### config.mk
export PLATFORM = sky130hd
export DESIGN_NAME = flp_autoneg
export DESIGN_NICKNAME = d
export VERILOG_FILES = /design/src/rtl/flp_pkg.sv /design/src/rtl/flp_tx.sv /design/src/rtl/flp_rx.sv /design/src/rtl/flp_match.sv /design/src/rtl/flp_resolve.sv /design/src/rtl/flp_autoneg.sv
export SDC_FILE = /design/constraint.sdc
export NUM_CORES = 1
export LEC_CHECK = 0
export ABC_AREA = 1
export ABC_CLOCK_PERIOD_IN_PS = 3200
export CAP_MARGIN = 10
export CORE_MARGIN = 5
export CORE_UTILIZATION = 65
export DETAILED_ROUTE_END_ITERATION = 6
export DONT_BUFFER_PORTS = 1
export PLACE_DENSITY = 0.91
export SKIP_LAST_GASP = 1
export SYNTH_ARGS = -nofsm -noshare
export SYNTH_HDL_FRONTEND = slang
export SYNTH_SLANG_ARGS = --single-unit
### constraint.sdc
create_clock -name clk -period 3.2 [get_ports clk]
set_clock_uncertainty 0.2 [all_clocks]
set_input_delay 0.16 -clock clk [delete_from_list [all_inputs] [get_ports clk]]
set_output_delay 0.16 -clock clk [all_outputs]
set_load 0.03 [all_outputs]
### src/rtl/flp_pkg.sv
package flp_pkg;

    localparam int WORD_W   = 16;
    localparam int LAST_POS = 32;
    localparam int BIT_10H  = 5;
    localparam int BIT_100F = 8;
    localparam int BIT_ACK  = 14;

    typedef enum logic [2:0] {
        MODE_NONE,
        MODE_10H,
        MODE_10F,
        MODE_100H,
        MODE_100F
    } mode_e;

    typedef enum logic {
        TX_GAP,
        TX_RUN
    } tx_state_e;

    typedef enum logic {
        RX_HUNT,
        RX_SLOT
    } rx_state_e;

    typedef enum logic [1:0] {
        RES_WAIT,
        RES_LINK,
        RES_FAIL
    } res_state_e;

    // common[3]=100F, [2]=100H, [1]=10F, [0]=10H
    function automatic mode_e pick_mode(input logic [3:0] common);
        if (common[3])      return MODE_100F;
        else if (common[2]) return MODE_100H;
        else if (common[1]) return MODE_10F;
        else if (common[0]) return MODE_10H;
        else                return MODE_NONE;
    endfunction

endpackage

### src/rtl/flp_tx.sv
module flp_tx
    import flp_pkg::*;
#(
    parameter int HALF_CYC = 8,
    parameter int IDLE_CYC = 40
) (
    input  logic              clk,
    input  logic              rst_n,
    input  logic [WORD_W-1:0] word_in,
    output logic              pulse
);
    localparam int GW = $clog2(IDLE_CYC + 1);
    localparam int CW = $clog2(HALF_CYC + 1);
    localparam int PW = $clog2(LAST_POS + 1);

    tx_state_e         state, state_n;
    logic [GW-1:0]     gap_cnt, gap_n;
    logic [CW-1:0]     cnt, cnt_n;
    logic [PW-1:0]     pos, pos_n;
    logic [WORD_W-1:0] shadow, shadow_n;

    always_ff @(posedge clk or negedge rst_n) begin
        if (!rst_n) begin
            state   <= TX_GAP;
            gap_cnt <= '0;
            cnt     <= '0;
            pos     <= '0;
            shadow  <= '0;
        end else begin
            state   <= state_n;
            gap_cnt <= gap_n;
            cnt     <= cnt_n;
            pos     <= pos_n;
            shadow  <= shadow_n;
        end
    end

    always_comb begin
        state_n  = state;
        gap_n    = gap_cnt;
        cnt_n    = cnt;
        pos_n    = pos;
        shadow_n = shadow;
        unique case (state)
            TX_GAP: begin
                if (gap_cnt == GW'(IDLE_CYC - 1)) begin
                    state_n  = TX_RUN;
                    pos_n    = '0;
                    cnt_n    = '0;
                    shadow_n = word_in;
                end else begin
                    gap_n = gap_cnt + 1'b1;
                end
            end
            TX_RUN: begin
                if (cnt == CW'(HALF_CYC - 1)) begin
                    cnt_n = '0;
                    if (pos == PW'(LAST_POS)) begin
                        state_n = TX_GAP;
                        gap_n   = '0;
                    end else begin
                        pos_n = pos + 1'b1;
                    end
                end else begin
                    cnt_n = cnt + 1'b1;
                end
            end
            default: state_n = TX_GAP;
        endcase
    end

    // even positions are clocks, odd position 2k+1 carries bit k
    always_comb begin
        pulse = 1'b0;
        if (state == TX_RUN && cnt == '0)
            pulse = !pos[0] || shadow[pos[4:1]];
    end

endmodule

### src/rtl/flp_rx.sv
module flp_rx
    import flp_pkg::*;
#(
    parameter int SLOT_CYC = 16
) (
    input  logic              clk,
    input  logic              rst_n,
    input  logic              pulse,
    output logic              word_done,
    output logic [WORD_W-1:0] word_out
);
    localparam int QTR = SLOT_CYC / 4;
    localparam int LIM = 5 * QTR;
    localparam int TW  = $clog2(LIM + 2);
    localparam logic [TW-1:0] T_ONE  = TW'(1);
    localparam logic [TW-1:0] T_QTR  = TW'(QTR);
    localparam logic [TW-1:0] T_3QTR = TW'(3 * QTR);
    localparam logic [TW-1:0] T_LIM  = TW'(LIM);

    rx_state_e         state, state_n;
    logic [TW-1:0]     t, t_n;
    logic [3:0]        bit_idx, bit_n;
    logic              seen, seen_n;
    logic [WORD_W-1:0] word, word_n;
    logic              done, done_n;

    always_ff @(posedge clk or negedge rst_n) begin
        if (!rst_n) begin
            state   <= RX_HUNT;
            t       <= '0;
            bit_idx <= '0;
            seen    <= 1'b0;
            word    <= '0;
            done    <= 1'b0;
        end else begin
            state   <= state_n;
            t       <= t_n;
            bit_idx <= bit_n;
            seen    <= seen_n;
            word    <= word_n;
            done    <= done_n;
        end
    end

    always_comb begin
        state_n = state;
        t_n     = t;
        bit_n   = bit_idx;
        seen_n  = seen;
        word_n  = word;
        done_n  = 1'b0;
        unique case (state)
            RX_HUNT: begin
                if (pulse) begin
                    state_n = RX_SLOT;
                    t_n     = T_ONE;
                    bit_n   = '0;
                    seen_n  = 1'b0;
                end
            end
            RX_SLOT: begin
                if (pulse) begin
                    if (t < T_QTR) begin
                        state_n = RX_HUNT;
                    end else if (t < T_3QTR) begin
                        if (seen) begin
                            state_n = RX_HUNT;
                        end else begin
                            seen_n = 1'b1;
                            t_n    = t + 1'b1;
                        end
                    end else begin
                        word_n[bit_idx] = seen;
                        seen_n          = 1'b0;
                        t_n             = T_ONE;
                        if (bit_idx == 4'd15) begin
                            state_n = RX_HUNT;
                            done_n  = 1'b1;
                        end else begin
                            bit_n = bit_idx + 1'b1;
                        end
                    end
                end else if (t >= T_LIM) begin
                    state_n = RX_HUNT;
                end else begin
                    t_n = t + 1'b1;
                end
            end
            default: state_n = RX_HUNT;
        endcase
    end

    always_comb begin
        word_done = done;
        word_out  = word;
    end

endmodule

### src/rtl/flp_match.sv
module flp_match
    import flp_pkg::*;
#(
    parameter int ACCEPT_CNT = 3
) (
    input  logic              clk,
    input  logic              rst_n,
    input  logic              word_done,
    input  logic [WORD_W-1:0] word_in,
    output logic              accepted,
    output logic [WORD_W-1:0] acc_word
);
    localparam int CNW = $clog2(ACCEPT_CNT + 1);
    localparam logic [WORD_W-1:0] CMP_MASK = ~(WORD_W'(1) << BIT_ACK);

    logic [WORD_W-1:0] cand;
    logic [CNW-1:0]    cnt;
    logic              same;

    assign same = (cnt != '0) && (((word_in ^ cand) & CMP_MASK) == '0);

    always_ff @(posedge clk or negedge rst_n) begin
        if (!rst_n) begin
            cand     <= '0;
            cnt      <= '0;
            accepted <= 1'b0;
            acc_word <= '0;
        end else if (word_done) begin
            if (same) begin
                if (cnt < CNW'(ACCEPT_CNT))
                    cnt <= cnt + 1'b1;
                if (cnt >= CNW'(ACCEPT_CNT - 1)) begin
                    accepted <= 1'b1;
                    acc_word <= word_in;
                end
            end else begin
                cand     <= word_in;
                cnt      <= CNW'(1);
                accepted <= 1'b0;
            end
        end
    end

endmodule

### src/rtl/flp_resolve.sv
module flp_resolve
    import flp_pkg::*;
(
    input  logic       clk,
    input  logic       rst_n,
    input  logic       accepted,
    input  logic [3:0] loc_modes,
    input  logic [3:0] par_modes,
    output logic       link_resolved,
    output logic       no_common_mode,
    output logic       speed_100,
    output logic       full_duplex
);
    res_state_e state, state_n;
    mode_e      mode, mode_n;
    mode_e      picked;

    assign picked = pick_mode(loc_modes & par_modes);

    always_ff @(posedge clk or negedge rst_n) begin
        if (!rst_n) begin
            state <= RES_WAIT;
            mode  <= MODE_NONE;
        end else begin
            state <= state_n;
            mode  <= mode_n;
        end
    end

    always_comb begin
        state_n = state;
        mode_n  = mode;
        unique case (state)
            RES_WAIT: begin
                if (accepted) begin
                    state_n = (picked == MODE_NONE) ? RES_FAIL : RES_LINK;
                    mode_n  = picked;
                end
            end
            RES_LINK, RES_FAIL: begin
                if (!accepted) begin
                    state_n = RES_WAIT;
                    mode_n  = MODE_NONE;
                end
            end
            default: begin
                state_n = RES_WAIT;
                mode_n  = MODE_NONE;
            end
        endcase
    end

    always_comb begin
        link_resolved  = (state == RES_LINK);
        no_common_mode = (state == RES_FAIL);
        speed_100      = link_resolved && (mode == MODE_100F || mode == MODE_100H);
        full_duplex    = link_resolved && (mode == MODE_100F || mode == MODE_10F);
    end

endmodule

### src/rtl/flp_autoneg.sv
module flp_autoneg
    import flp_pkg::*;
#(
    parameter int SLOT_CYC   = 16,
    parameter int IDLE_CYC   = 40,
    parameter int ACCEPT_CNT = 3
) (
    input  logic        clk,
    input  logic        rst_n,
    input  logic [15:0] local_ability,
    input  logic        rx_pulse,
    output logic        tx_pulse,
    output logic        partner_valid,
    output logic [15:0] partner_word,
    output logic        link_resolved,
    output logic        no_common_mode,
    output logic        speed_100,
    output logic        full_duplex
);
    localparam int HALF_CYC = SLOT_CYC / 2;

    logic [WORD_W-1:0] tx_word;
    logic              rx_done;
    logic [WORD_W-1:0] rx_word;

    assign tx_word = local_ability | (WORD_W'(partner_valid) << BIT_ACK);

    flp_tx #(.HALF_CYC(HALF_CYC), .IDLE_CYC(IDLE_CYC)) u_tx (
        .clk     (clk),
        .rst_n   (rst_n),
        .word_in (tx_word),
        .pulse   (tx_pulse)
    );

    flp_rx #(.SLOT_CYC(SLOT_CYC)) u_rx (
        .clk       (clk),
        .rst_n     (rst_n),
        .pulse     (rx_pulse),
        .word_done (rx_done),
        .word_out  (rx_word)
    );

    flp_match #(.ACCEPT_CNT(ACCEPT_CNT)) u_match (
        .clk       (clk),
        .rst_n     (rst_n),
        .word_done (rx_done),
        .word_in   (rx_word),
        .accepted  (partner_valid),
        .acc_word  (partner_word)
    );

    flp_resolve u_res (
        .clk            (clk),
        .rst_n          (rst_n),
        .accepted       (partner_valid),
        .loc_modes      (local_ability[BIT_100F:BIT_10H]),
        .par_modes      (partner_word[BIT_100F:BIT_10H]),
        .link_resolved  (link_resolved),
        .no_common_mode (no_common_mode),
        .speed_100      (speed_100),
        .full_duplex    (full_duplex)
    );

endmodule

After elaboration in Yosys (flattened, before gate mapping)
Cells that the tools add are included.

operators by class
  magnitude comparators = 8
  reduce and logical (&&, ||, !) cells = 27
  add/subtract/negate cells = 6
  multiplexer cells = 67
  bitwise gates (word level) = 8
  equal/unequal tests = 26

operators with widths
  operator             number
  $mux 6               6
  $mux 5               6
  $mux 4               7
  $mux 1               25
  $ne 2x2->1 const B   12
  $pmux 6 s2           2
  $bwmux 16            1
  $logic_not 16->1     1
  $or 16x15->16        1
  $pmux 4 s2           2
  $xor 16x16->16       1
  $mux 3               5
  $add 6x1->6 const B  2
  $eq 6x6->1 const B   2
  $reduce_and 3->1     4
  $lt 4x5->1 const B   2
  $mux 2               5
  $pmux 5 s2           1
  $reduce_and 2->1     5
  $add 4x1->4 const B  2
  $reduce_and 4->1     2
  $eq 3x2->1 const B   2
  $ne 3x3->1 const B   2
  $pmux 1 s2           3
  other kinds (30)     41

word-level totals
  input port bits = 19
  output and inout bits = 22
  word-level logic and storage cells = 159
  flip-flop bits (word level) = 101

Logic depth before layout (Yosys ltp)
Gate-level depths: netlist of the first run.

  depth after elaboration = 9
  mapped depth = 12
  gate-level depth less buffers = 11

Hierarchy
Synthesis of the first run repeated with hierarchy kept, for this count alone.

second synthesis, totals
  cells, all modules = 701
  area, all modules = 5,336.4 µm²

modules (own cells, without submodules)
  module       times used  seq. area each (µm²)  cells an instance  area each (µm²)
  flp_match    1           850.8                 241                1,773.0
  flp_tx       1           825.8                 222                1,734.2
  flp_rx       1           700.7                 188                1,481.4
  flp_resolve  1           125.1                 47                 336.6
  flp_autoneg  1           0.0                   3                  11.3

Worst setup path after synthesis of the first run
Ideal clock, no wire load.

  path kind = reg-to-reg
  from = reg u_match.cnt[0]
  to = reg u_match.acc_word[5]
  cell stages (with the launch flop) = 12
  data arrival time = 1.495 ns
  path buffers = 1
  path slack = 1.387 ns
  setup time = 0.118 ns
  cell sequence = dfrtp_1 > inv_1 > ha_1 > inv_1 > nand2_1 > nor2_1 > nand2_1 > nor2_4 > nand3_4 > buf_2 > nand2_1 > nand2_1

between the ends
  longest elaborated chain between the ends = 3
  elaborated cells between the ends (all ways) = 4
  classes of those cells = 1 x order compare; 3 x reduce/logical

RTL lines
  what                                                line             source
  start: declaration                                  flp_match.sv:17  logic [CNW-1:0] cnt;
  start signal: assignment                            flp_match.sv:31  cnt <= cnt + 1'b1;
  branches (longest 2 deep; another with $ge 2x2->1)  n/a
  $reduce_and 3->1 (no source line) *                 n/a
  end signal: assignment                              flp_match.sv:34  acc_word <= word_in;
  end: declaration                                    flp_match.sv:11  output logic [WORD_W-1:0] acc_word

Mark *: on every way between the ends.
A chain may end at the register's enable or synchronous reset.

Worst setup path after layout of the first run
  from = reg u_tx.pos[1]
  to = out tx_pulse

between the ends
  longest elaborated chain between the ends = 4

RTL lines
  what                          line               source
  start: declaration            flp_tx.sv:19       logic [PW-1:0] pos, pos_n;
  start signal: assignment      flp_tx.sv:33       pos <= pos_n;
  $bmux 1 s4                    flp_tx.sv:76       pulse = !pos[0] || shadow[pos[4:1]];
  $mux 1 (implied by the code)  flp_tx.sv:76
  $logic_or 1x1->1              flp_tx.sv:76
  $mux 1                        flp_tx.sv:75       if (state == TX_RUN && cnt == '0)
  end: declaration              flp_autoneg.sv:12  output logic tx_pulse,

No other way between the ends. The select of a mux whose other input is x is not followed.

==> flow_summary.toml, run 1 <==
[grt]
grt-ovfl-total = 0
grt_pass1_wl_um = 19500
grt_pass1_vias = 4255
grt_max_degree = 101
track_usage = 0.245
use_met3 = 0.0602
use_met2 = 0.420
top_usage_layer = "met2"
antenna_found_initial = 0
met1_usage = 0.299

[worst_setup_path]
critPathArrivalTime_ns = 2.21
required_ns = 2.84
crit_buf_inv = 1
max_stage_delay_ns = 0.61
critPathMaxFanout = 14
crit_path_end_kind = "primary output"
path_delay_family = "simple AND/OR/NAND/NOR gates"
reg2reg_slack_ns = 0.82
cp_common_cell = "nor2_1"
crit_slowest_cell = "dfrtp_1"
worst_setup_path_start_kind = "register"
path_cells = "inv_1, nand2_1, nand3_1, nand3_1, nand2_1, nor2_1, nor2_1, nor2_1"
path_class = "reg2out"

[logic_synthesis]
yosysUniqueCellTypes = 30
synth-seq-area-share = 0.492
synth.avg_cell_area_um2 = 7.96
ys_ff_latch = 100
yosysWarnings = 0
syn-num-nets = 674
synthesis.area_mm2 = 0.00509
synthCells = 639

[outcome]
status = "completed"

[timing]
relSlewSlack = 0.430
final.setup.tns_ns = 0
rsz0062_at_grt = "false"
final_max_slew_viol_count = 0
hold_violations = 0
finalSetupViolCount = 0
period_needed_ns = 2.57
min_period_over_period = 0.804
tightest_slew_ns = 0.852
fmax_mhz = 389

[detailed_routing]
route.detailed.drc = 0
antenna_left = 0
vias = 4347
wl_per_cell_um = 14.9
post_drt_via_cell_ratio = 5.71
wl_um = 11400
drt_iter0_markers = 320
dr.pass1.iters = 5

[floorplanning]
die_w_um = 98.5
io_pins = 41
start_util = 0.662
die_area_mm2 = 0.00970
die_h_um = 98.5
rows = 32
core_mm2 = 0.00769

[final_layout]
final_cell_mix = "186 x nand2_1, 100 x dfrtp_1, 82 x inv_1, 48 x nor2_1, 46 x nand3_1"
layout_commonest_cell = "nand2_1"
area_delta_synth_final_pct = 9.02
drive_above_1_share = 0.0470
design_area_mm2 = 0.00555
fin_nets = 690
diodes = 0

[flow_run]
max_cap_viol_count = 0

[power_and_ir_drop]
peakVddDrop_v = 0.000456
powerDensity_mw_per_mm2 = 459
p_leak_uw = 0.00278

[placed_design]
dpl_cell_area_mm2 = 0.00515
port_buffers = 0
place_congestion = 0.834
place_hpwl_um = 7470

[cts]
htree_levels = 3
cts_resized = 0
cts_max_path_buffers = 2
clock-root-buffer = "clkbuf_8"
clkSinkCount = 100
insertion_delay_ns = 0.36
cts_tree = "done"
clk_pin_slew_ns = 0.10
cts_buffers = 9

[worst_hold_path]
hold_class = "in2async"
power breakdown:
part           internal, uW  total, uW  switching [uW]
sequential             1330       1410            80.1
combinational           119        339             220
clock                   378        800             422
metrics by stage:
step | util | setup slack, ns | cells | hold WS, ns | power (uW)
floorplan | - | 1.39 | 639 | -0.336 | 1660
global placement | 0.670 | 1.02 | 727 | -0.333 | 1700
detailed placement | 0.670 | 0.944 | 727 | -0.333 | 1720
CTS | 0.722 | 0.713 | 761 | 0.201 | 2560
global route | 0.722 | 0.504 | 761 | 0.217 | 2680
finish | 0.722 | 0.628 | 761 | 0.169 | 2550
Yosys cell counts:
cell type  number  area, um^2
nand3_4         1        17.5
o31ai_1         2        15.0
mux2i_1         1        10.0
nand2_1       186         698
nor2_1         48         180
buf_6           2        22.5
nor2_2          1        6.26
nand4_1        20         125
xor2_1          7        61.3
nor3b_1         1        7.51
nand3_1        46         230
nand3b_1        1        7.51
o211ai_1        2        15.0
a211oi_1        1        7.51
xnor2_1         3        26.3
o22ai_1         6        37.5
inv_1          82         308
dfrtp_1       100        2500
clkbuf_1        8        30.0
mux2_2          3        33.8
a21oi_1        28         140
buf_2           6        30.0
o21ai_0        39         195
ha_1           16         200
nor3_1          4        20.0
inv_2           5        18.8
clkinv_1        1        3.75
a31oi_1        15        93.8
nor2_4          2        22.5
nand2_4         2        22.5
what timing repair did:
item,4_1_cts,5_1_grt
setup buffers,0,0
hold endpoints to repair,131,0
hold buffers,19,0
metal layers:
layer / vias up / share of wire / wire length, um
met5: - / 0 / 0
met4: 0 / 0.030 / 346
met3: 40 / 0.068 / 769
met2: 173 / 0.51 / 5840
met1: 2040 / 0.39 / 4420
li1: 2094 / - / -
worst register-to-register path: stages, from the launching register on:
cell and delay, ns:
dfrtp_1 0.41, ha_1 0.22, nand2_1 0.09, nor2_1 0.11, nand2_1 0.08, nor2_1 0.65, buf_4 0.34, nand2_1 0.06
o21ai_0 0.13
cell type report:
cell class | count | area (um^2)
sequential | 100 | 2500
multi-input combinational | 435 | 2170
fill | 540 | 2140
inverter | 88 | 330
timing repair buffer | 21 | 223
clock buffer | 11 | 141
tap | 102 | 128
clock inverter | 4 | 50.0
flip-flops by register name, indices dropped and copies added, names as in the netlist:
name,flops
u_match.acc_word,16
u_rx.word_out,16
u_tx.shadow,16
u_match.cand,15
u_tx.gap_cnt,6
u_tx.pos,6
u_rx.t,5
u_rx.bit_idx,4
u_tx.cnt,4
u_res.mode,3
u_match.cnt,2
u_res.state,2
u_match.accepted,1
u_rx.seen,1
u_rx.state,1
u_rx.word_done,1
u_tx.state,1
kinds of logic after synthesis:
| group | after synthesis | share of synthesized area |
|---|---|---|
| flops | 100 | 0.492 |
| xor+xnor | 10 | 0.0172 |
| fa+ha+maj | 16 | 0.0393 |
| buf+inv | 104 | 0.0811 |
| compound gates | 93 | 0.0991 |
| mux | 4 | 0.00861 |
| simple gates | 312 | 0.263 |
final timing paths:
kind	start	end	depth (start not counted)
setup / recovery	u_tx.pos[1]	tx_pulse	8
hold / removal	rst_n	u_tx.shadow[5]	2
setup reg to reg	u_tx.gap_cnt[0]	u_tx.shadow[12]	8
hold reg to reg	u_match.cand[0]	u_match.cand[0]	2
max in group asynchronous	rst_n	u_match.cand[11]	2
min in group clk	local_ability[3]	u_tx.shadow[3]	3
Note: power is estimated with default switching activity, not from simulation.
==> run 2, diff against run 1 <==
--- a/config.mk
+++ b/config.mk
@@ -5,14 +5,14 @@
 export SDC_FILE = /design/constraint.sdc
 export NUM_CORES = 1
 export LEC_CHECK = 0
-export ABC_AREA = 1
-export ABC_CLOCK_PERIOD_IN_PS = 3200
+export ABC_AREA = 0
+export ABC_CLOCK_PERIOD_IN_PS = 2300
 export CAP_MARGIN = 10
 export CORE_MARGIN = 5
-export CORE_UTILIZATION = 65
+export CORE_UTILIZATION = 57
 export DETAILED_ROUTE_END_ITERATION = 6
 export DONT_BUFFER_PORTS = 1
-export PLACE_DENSITY = 0.91
+export PLACE_DENSITY = 0.85
 export SKIP_LAST_GASP = 1
 export SYNTH_ARGS = -nofsm -noshare
 export SYNTH_HDL_FRONTEND = slang
==> constraint.sdc (replaced) <==
create_clock -name clk -period 2.3 [get_ports clk]
set_clock_uncertainty 0.2 [all_clocks]
set_input_delay 0.115 -clock clk [delete_from_list [all_inputs] [get_ports clk]]
set_output_delay 0.115 -clock clk [all_outputs]
set_load 0.03 [all_outputs]
==> run 2 against run 1 <==
Against the previous run:
- the run now ends with negative hold slack, negative setup slack left
- sequential share of layout area grew 1.6 points
- sequential cell count is the same
- worst setup slack lost 0.65 ns
- first-iteration DRC count shrank 50%
- total power grew 41%
- area after synthesis shrank 5.1%
- global-route usage shrank 3.9 points
- non-clock buffer count grew 9
- hold slack lost 0.94 ns
- critical endpoint unchanged
- largest cell class unchanged
- highest routed layer unchanged
==> flow_summary.toml, run 2 <==
[floorplanning]
die_area_mm2 = 0.0104
die_h_um = 102
rows = 33
die_w_um = 102
io_pins = 41
start_util = 0.587
core_mm2 = 0.00822

[final_layout]
drive_above_1_share = 0.194
fin_nets = 499
layout_commonest_cell = "dfrtp_1"
diodes = 0
fin_cells = 574
final_cell_mix = "98 x dfrtp_1, 85 x nand2_1, 41 x mux2_2, 24 x xor2_1, 19 x nor2_1"
area_delta_synth_final_pct = 11.2

[cts]
htree_levels = 3
clk_pin_slew_ns = 0.11
clkSinkCount = 100
cts_tree = "done"
insertion_delay_ns = 0.36
ctsHoldBuffers = 17
clock-root-buffer = "clkbuf_8"
cts_buffers = 9
cts_max_path_buffers = 2

[logic_synthesis]
yosysWarnings = 0
syn-num-nets = 471
synthTopCellsByArea = "dfrtp_1 52%, mux2_2 9.6%, nand2_1 6.6%"
ys_ff_latch = 100
synth.avg_cell_area_um2 = 11.1
synth-seq-area-share = 0.518
ys.flop_type = "dfrtp_1"
synth_commonest_cells = "100 x dfrtp_1, 85 x nand2_1, 41 x mux2_2"
yosys.area.top_type_share = 0.518
synth.most_common_cell = "dfrtp_1"
synthCells = 436
synthesis.area_mm2 = 0.00483
yosysUniqueCellTypes = 44
synth_edf_count = 0
yosysTopAreaCell = "dfrtp_1"
synthArstFlopShare = 1.00

[grt]
track_usage = 0.206
grt-ovfl-total = 0
use_met3 = 0.0594
top_usage_layer = "met2"
grt_max_degree = 101
use_met2 = 0.352
grt_pass1_vias = 3560
grt_pass1_wl_um = 16900
met1_usage = 0.254
antenna_found_initial = 0

[worst_setup_path]
worst_setup_path_start_kind = "register"
required_ns = 1.99
path_cells = "mux2_2, o311ai_1, o221a_2, nor4_4, buf_4"
critPathMaxFanout = 6
path_class = "reg2out"
critPathArrivalTime_ns = 2.01
crit_path_end_kind = "primary output"
max_stage_delay_ns = 0.48
crit_slowest_cell = "dfrtp_2"

[power_and_ir_drop]
switchingPower_uw = 1060
p_clk_frac = 0.299
combPwrFrac = 0.141
peakVddDrop_v = 0.000678
powerDensity_mw_per_mm2 = 670
p_int_uw = 2530
p_seq_frac = 0.561
switching_share = 0.296
p_leak_uw = 0.00261

[timing]
finalSetupViolCount = 1
timing.final.ws_setup_ns = -0.0223
fmax_mhz = 431
rsz0062_at_grt = "true"
min_period_over_period = 1.01
final.setup.tns_ns = -0.0223
tightest_slew_ns = 0.553
period_needed_ns = 2.32
holdWs_ns = -0.770
final_max_slew_viol_count = 0
hold_violations = 100
relSlewSlack = 0.631

[outcome]
violations = "negative hold slack, negative setup slack"
status = "finished, violations left"

[detailed_routing]
post_drt_via_cell_ratio = 5.80
wl_um = 9840
drt_iter0_markers = 161
route.detailed.drc = 0
vias = 3327
antenna_left = 0
dr.pass1.iters = 4
wl_per_cell_um = 17.1

[placed_design]
port_buffers = 0
place_congestion = 0.816
place_hpwl_um = 6760
dp.cells = 538

[worst_hold_path]
hold_class = "in2async"

[flow_run]
max_cap_viol_count = 0
-- run 2: worst paths after layout --
check | start | to | slack, ns | depth (start not counted)
min | rst_n | u_tx.shadow[13] | -0.77 | 0
min reg2reg | u_tx.shadow[7] | u_tx.shadow[7] | 0.29 | 2
max | u_tx.pos[2] | tx_pulse | -0.02 | 5
min in group clk | local_ability[6] | u_res.mode[0] | 0.03 | 4
max in group asynchronous | rst_n | u_match.cnt[1] | 2.53 | 0
max reg2reg | u_match.cnt[0] | u_match.cand[11] | 0.10 | 7
-- run 2: final cells by class --
class | count | area [um^2]
flip-flops and latches | 100 | 2500
well taps | 105 | 131
fillers | 614 | 2850
clock buffers | 10 | 138
clock inverters | 6 | 53.8
repair buffers | 30 | 268
multi-input cells | 305 | 2200
inverters | 18 | 67.6
-- run 2: through the flow --
step                      utilization  total power [uW]  area [um^2]  setup slack [ns]
after floorplan                     -              2380         4830             0.139
final                           0.653              3600         5370           -0.0223
after detailed placement        0.603              2530         4960            0.0831
after CTS                       0.649              3620         5340           -0.0103
after global placement          0.603              2480         4960             0.168
after global routing            0.653              3810         5370           -0.0931
-- run 2: cell families after synthesis --
| logic type | synth area share |
|---|---|
| compound gates | 0.0679 |
| xor+xnor | 0.0472 |
| fa+ha+maj | 0.0435 |
| buf+inv | 0.0308 |
| flops | 0.518 |
| mux | 0.144 |
| simple gates | 0.148 |
-- run 2: power groups by stage --
stage	logic [uW]	registers [uW]	clock network, uW
finish	506	2020	1070
global route	585	2040	1180
floorplan	385	1990	0
global placement	444	2040	0
detailed placement	481	2050	0
CTS	509	2020	1090
-- run 2: critical path: cells and delay by family, from the launching register on --
kind,cells,cell delay (ns)
compound gates,2,0.57
buf+inv,1,0.17
mux,1,0.37
simple gates,1,0.04
flops,1,0.48
-- run 2: routing by layer --
metal	wire length, um	part of all wire
met1	4020	0.41
met2	5130	0.52
met3	540	0.055
met4	147	0.015
met5	0	0
-- run 2: what timing repair did --
item | in CTS | in global routing
endpoints found under the hold margin | 132 | 100
setup buffers | 2 | 1
pin swaps | 1 | 1
endpoints found under the setup margin | 1 | 31
resized for setup | 2 | 4
==> run 3, diff against run 2 <==
--- a/config.mk
+++ b/config.mk
@@ -10,9 +10,11 @@
 export CAP_MARGIN = 10
 export CORE_MARGIN = 5
 export CORE_UTILIZATION = 57
+export CTS_CLUSTER_SIZE = 12
 export DETAILED_ROUTE_END_ITERATION = 6
 export DONT_BUFFER_PORTS = 1
 export PLACE_DENSITY = 0.85
+export SETUP_SLACK_MARGIN = 0.3
 export SKIP_LAST_GASP = 1
 export SYNTH_ARGS = -nofsm -noshare
 export SYNTH_HDL_FRONTEND = slang
==> run 3 against run 2 <==
Against the previous run:
- the flow still finishes with violations (negative hold slack, negative setup slack)
- routed wire length grew 4.8%
- clock power grew 15%
- critical path type unchanged
- final cell count grew 1.9%
- sequential share of layout area shrank 2.3 points
- count of clock-buffer cells in the layout is the same
- maximum frequency grew 0.51%
- sequential power is essentially flat
==> flow_summary.toml, run 3 (synthesized netlist as in run 2, its figures left out) <==
[outcome]
status = "finished, violations left"
violations = "negative hold slack, negative setup slack"

[detailed_routing]
route.detailed.drc = 0
drt_iter0_markers = 174
dr.pass1.iters = 4
post_drt_via_cell_ratio = 5.73
antenna_left = 0
wl_per_cell_um = 17.6
vias = 3353
wl_um = 10300

[worst_setup_path]
max_stage_delay_ns = 0.54
r2r-start = "u_match.cand[7]"
critPathMaxFanout = 6
critical_path.startpoint = "u_tx.pos[2]"
worst_setup_path_start_kind = "register"
path_depth = 5
crit_path_end_kind = "primary output"
crit_buf_inv = 1
critPathArrivalTime_ns = 2.00
crit_slowest_cell = "mux4_2"
endpoint = "tx_pulse"
worstRegToRegCells = 7
required_ns = 1.99
path_class = "reg2out"
reg2reg_slack_ns = 0.06
path_delay_family = "multiplexers"
reg2reg_to = "u_match.acc_word[13]"
path_cells = "mux4_2, mux2i_1, o221a_2, nor4_4, buf_4"

[floorplanning]
io_pins = 41
die_area_mm2 = 0.0104
start_util = 0.587
die_w_um = 102
core_mm2 = 0.00822
die_h_um = 102
rows = 33

[power_and_ir_drop]
p_seq_frac = 0.536
switchingPower_uw = 1030
powerDensity_mw_per_mm2 = 667
peakVddDrop_v = 0.000533
switching_share = 0.273
p_int_uw = 2740
combPwrFrac = 0.138
p_leak_uw = 0.00272
p_clk_frac = 0.326

[final_layout]
layout_commonest_cell = "dfrtp_1"
fin_nets = 510
regArea_mm2 = 0.00251
area_delta_synth_final_pct = 17.1
design_area_mm2 = 0.00565
multi_input_area_mm2 = 0.00232
final_cell_mix = "95 x dfrtp_1, 85 x nand2_1, 25 x mux2_2, 25 x mux2_4, 24 x xor2_1"
finish.utilization = 0.688
drive_above_1_share = 0.240
diodes = 0
nFillCells = 532

[placed_design]
port_buffers = 0
place_hpwl_um = 6580
dp_slack_ns = 0.0242
place_congestion = 0.825
dpl_cell_area_mm2 = 0.00502

[timing]
final.setup.tns_ns = -0.0106
timing.final.ws_setup_ns = -0.0106
hold_violations = 100
rsz0062_at_grt = "true"
relSlewSlack = 0.628
period_needed_ns = 2.31
min_period_over_period = 1.00
finalSetupViolCount = 1
tightest_slew_ns = 0.556
holdWs_ns = -0.756
final_max_slew_viol_count = 0
fmax_mhz = 433

[grt]
grt_max_degree = 101
track_usage = 0.200
grt_pass1_wl_um = 16400
grt-ovfl-total = 0
grt_pass1_vias = 3403
antenna_found_initial = 0

[cts]
ctsHoldBuffers = 17
htree_levels = 3
cts_max_path_buffers = 2
insertion_delay_ns = 0.36
clk_pin_slew_ns = 0.09
cts_tree = "done"
cts_buffers = 9
clkSinkCount = 100
clock-root-buffer = "clkbuf_8"

[worst_hold_path]
hold_class = "in2async"

[flow_run]
max_cap_viol_count = 0
==> run 3: final cells by class <==
type / count / area share
Clock buffer: 10 / 0.0243
Clock inverter: 6 / 0.0155
Inverter: 18 / 0.0119
Multi-Input combinational cell: 305 / 0.410
Sequential cell: 100 / 0.444
Tap cell: 105 / 0.0232
Timing Repair Buffer: 41 / 0.0710
==> run 3: worst min path at each step <==
stage,from,end,slack (ns),depth (start not counted)
after floorplan,rst_n,u_match.acc_word[0],-0.38,0
after global placement,rst_n,u_tx.cnt[2],-0.38,0
after detailed placement,rst_n,u_tx.cnt[2],-0.38,0
after CTS,rst_n,u_rx.t[0],-0.78,0
after global routing,rst_n,u_rx.bit_idx[2],-0.79,0
final,rst_n,u_tx.cnt[3],-0.76,0
==> run 3: power by group through the flow <==
stage / Clock, uW / Sequential, uW / Combinational [uW]
2_1_floorplan: 0 / 1990 / 386
3_3_place_gp: 0 / 2040 / 446
3_5_place_dp: 0 / 2050 / 474
4_1_cts: 1260 / 2010 / 511
5_1_grt: 1330 / 2050 / 584
6_report: 1230 / 2020 / 521
==> run 3: worst reg2reg max path: stages, from the launching register on <==
cell and delay [ns]:
dfrtp_1 0.42, xor2_1 0.20, nor4_2 0.35, nand4_1 0.16, buf_4 0.18, nor2_4 0.16, buf_6 0.17, mux2_4 0.31
==> run 3: per-layer routing <==
layer / vias up / part of all wire / routed length, um / GRT usage
met4: 0 / 0.0082 / 84 / 0.0474
met2: 85 / 0.53 / 5440 / 0.344
met3: 13 / 0.049 / 502 / 0.0546
li1: 1570 / - / - / -
met5: - / 0 / 0 / 0
met1: 1685 / 0.41 / 4280 / 0.254
==> run 3: timing repair <==
item	CTS	global route
pin swaps	9	3
endpoints found under the hold margin	132	100
resized for setup	21	15
cloned	1	0
setup buffers	10	2
setup endpoints to repair	39	53
==> run 3: per-stage QoR <==
| stage | power, uW | hold WS [ns] | instances |
|---|---|---|---|
| 2_1_floorplan | 2380 | -0.381 | 436 |
| 3_3_place_gp | 2490 | -0.377 | 539 |
| 3_5_place_dp | 2520 | -0.377 | 539 |
| 4_1_cts | 3780 | -0.776 | 583 |
| 5_1_grt | 3960 | -0.788 | 585 |
| 6_report | 3770 | -0.756 | 585 |
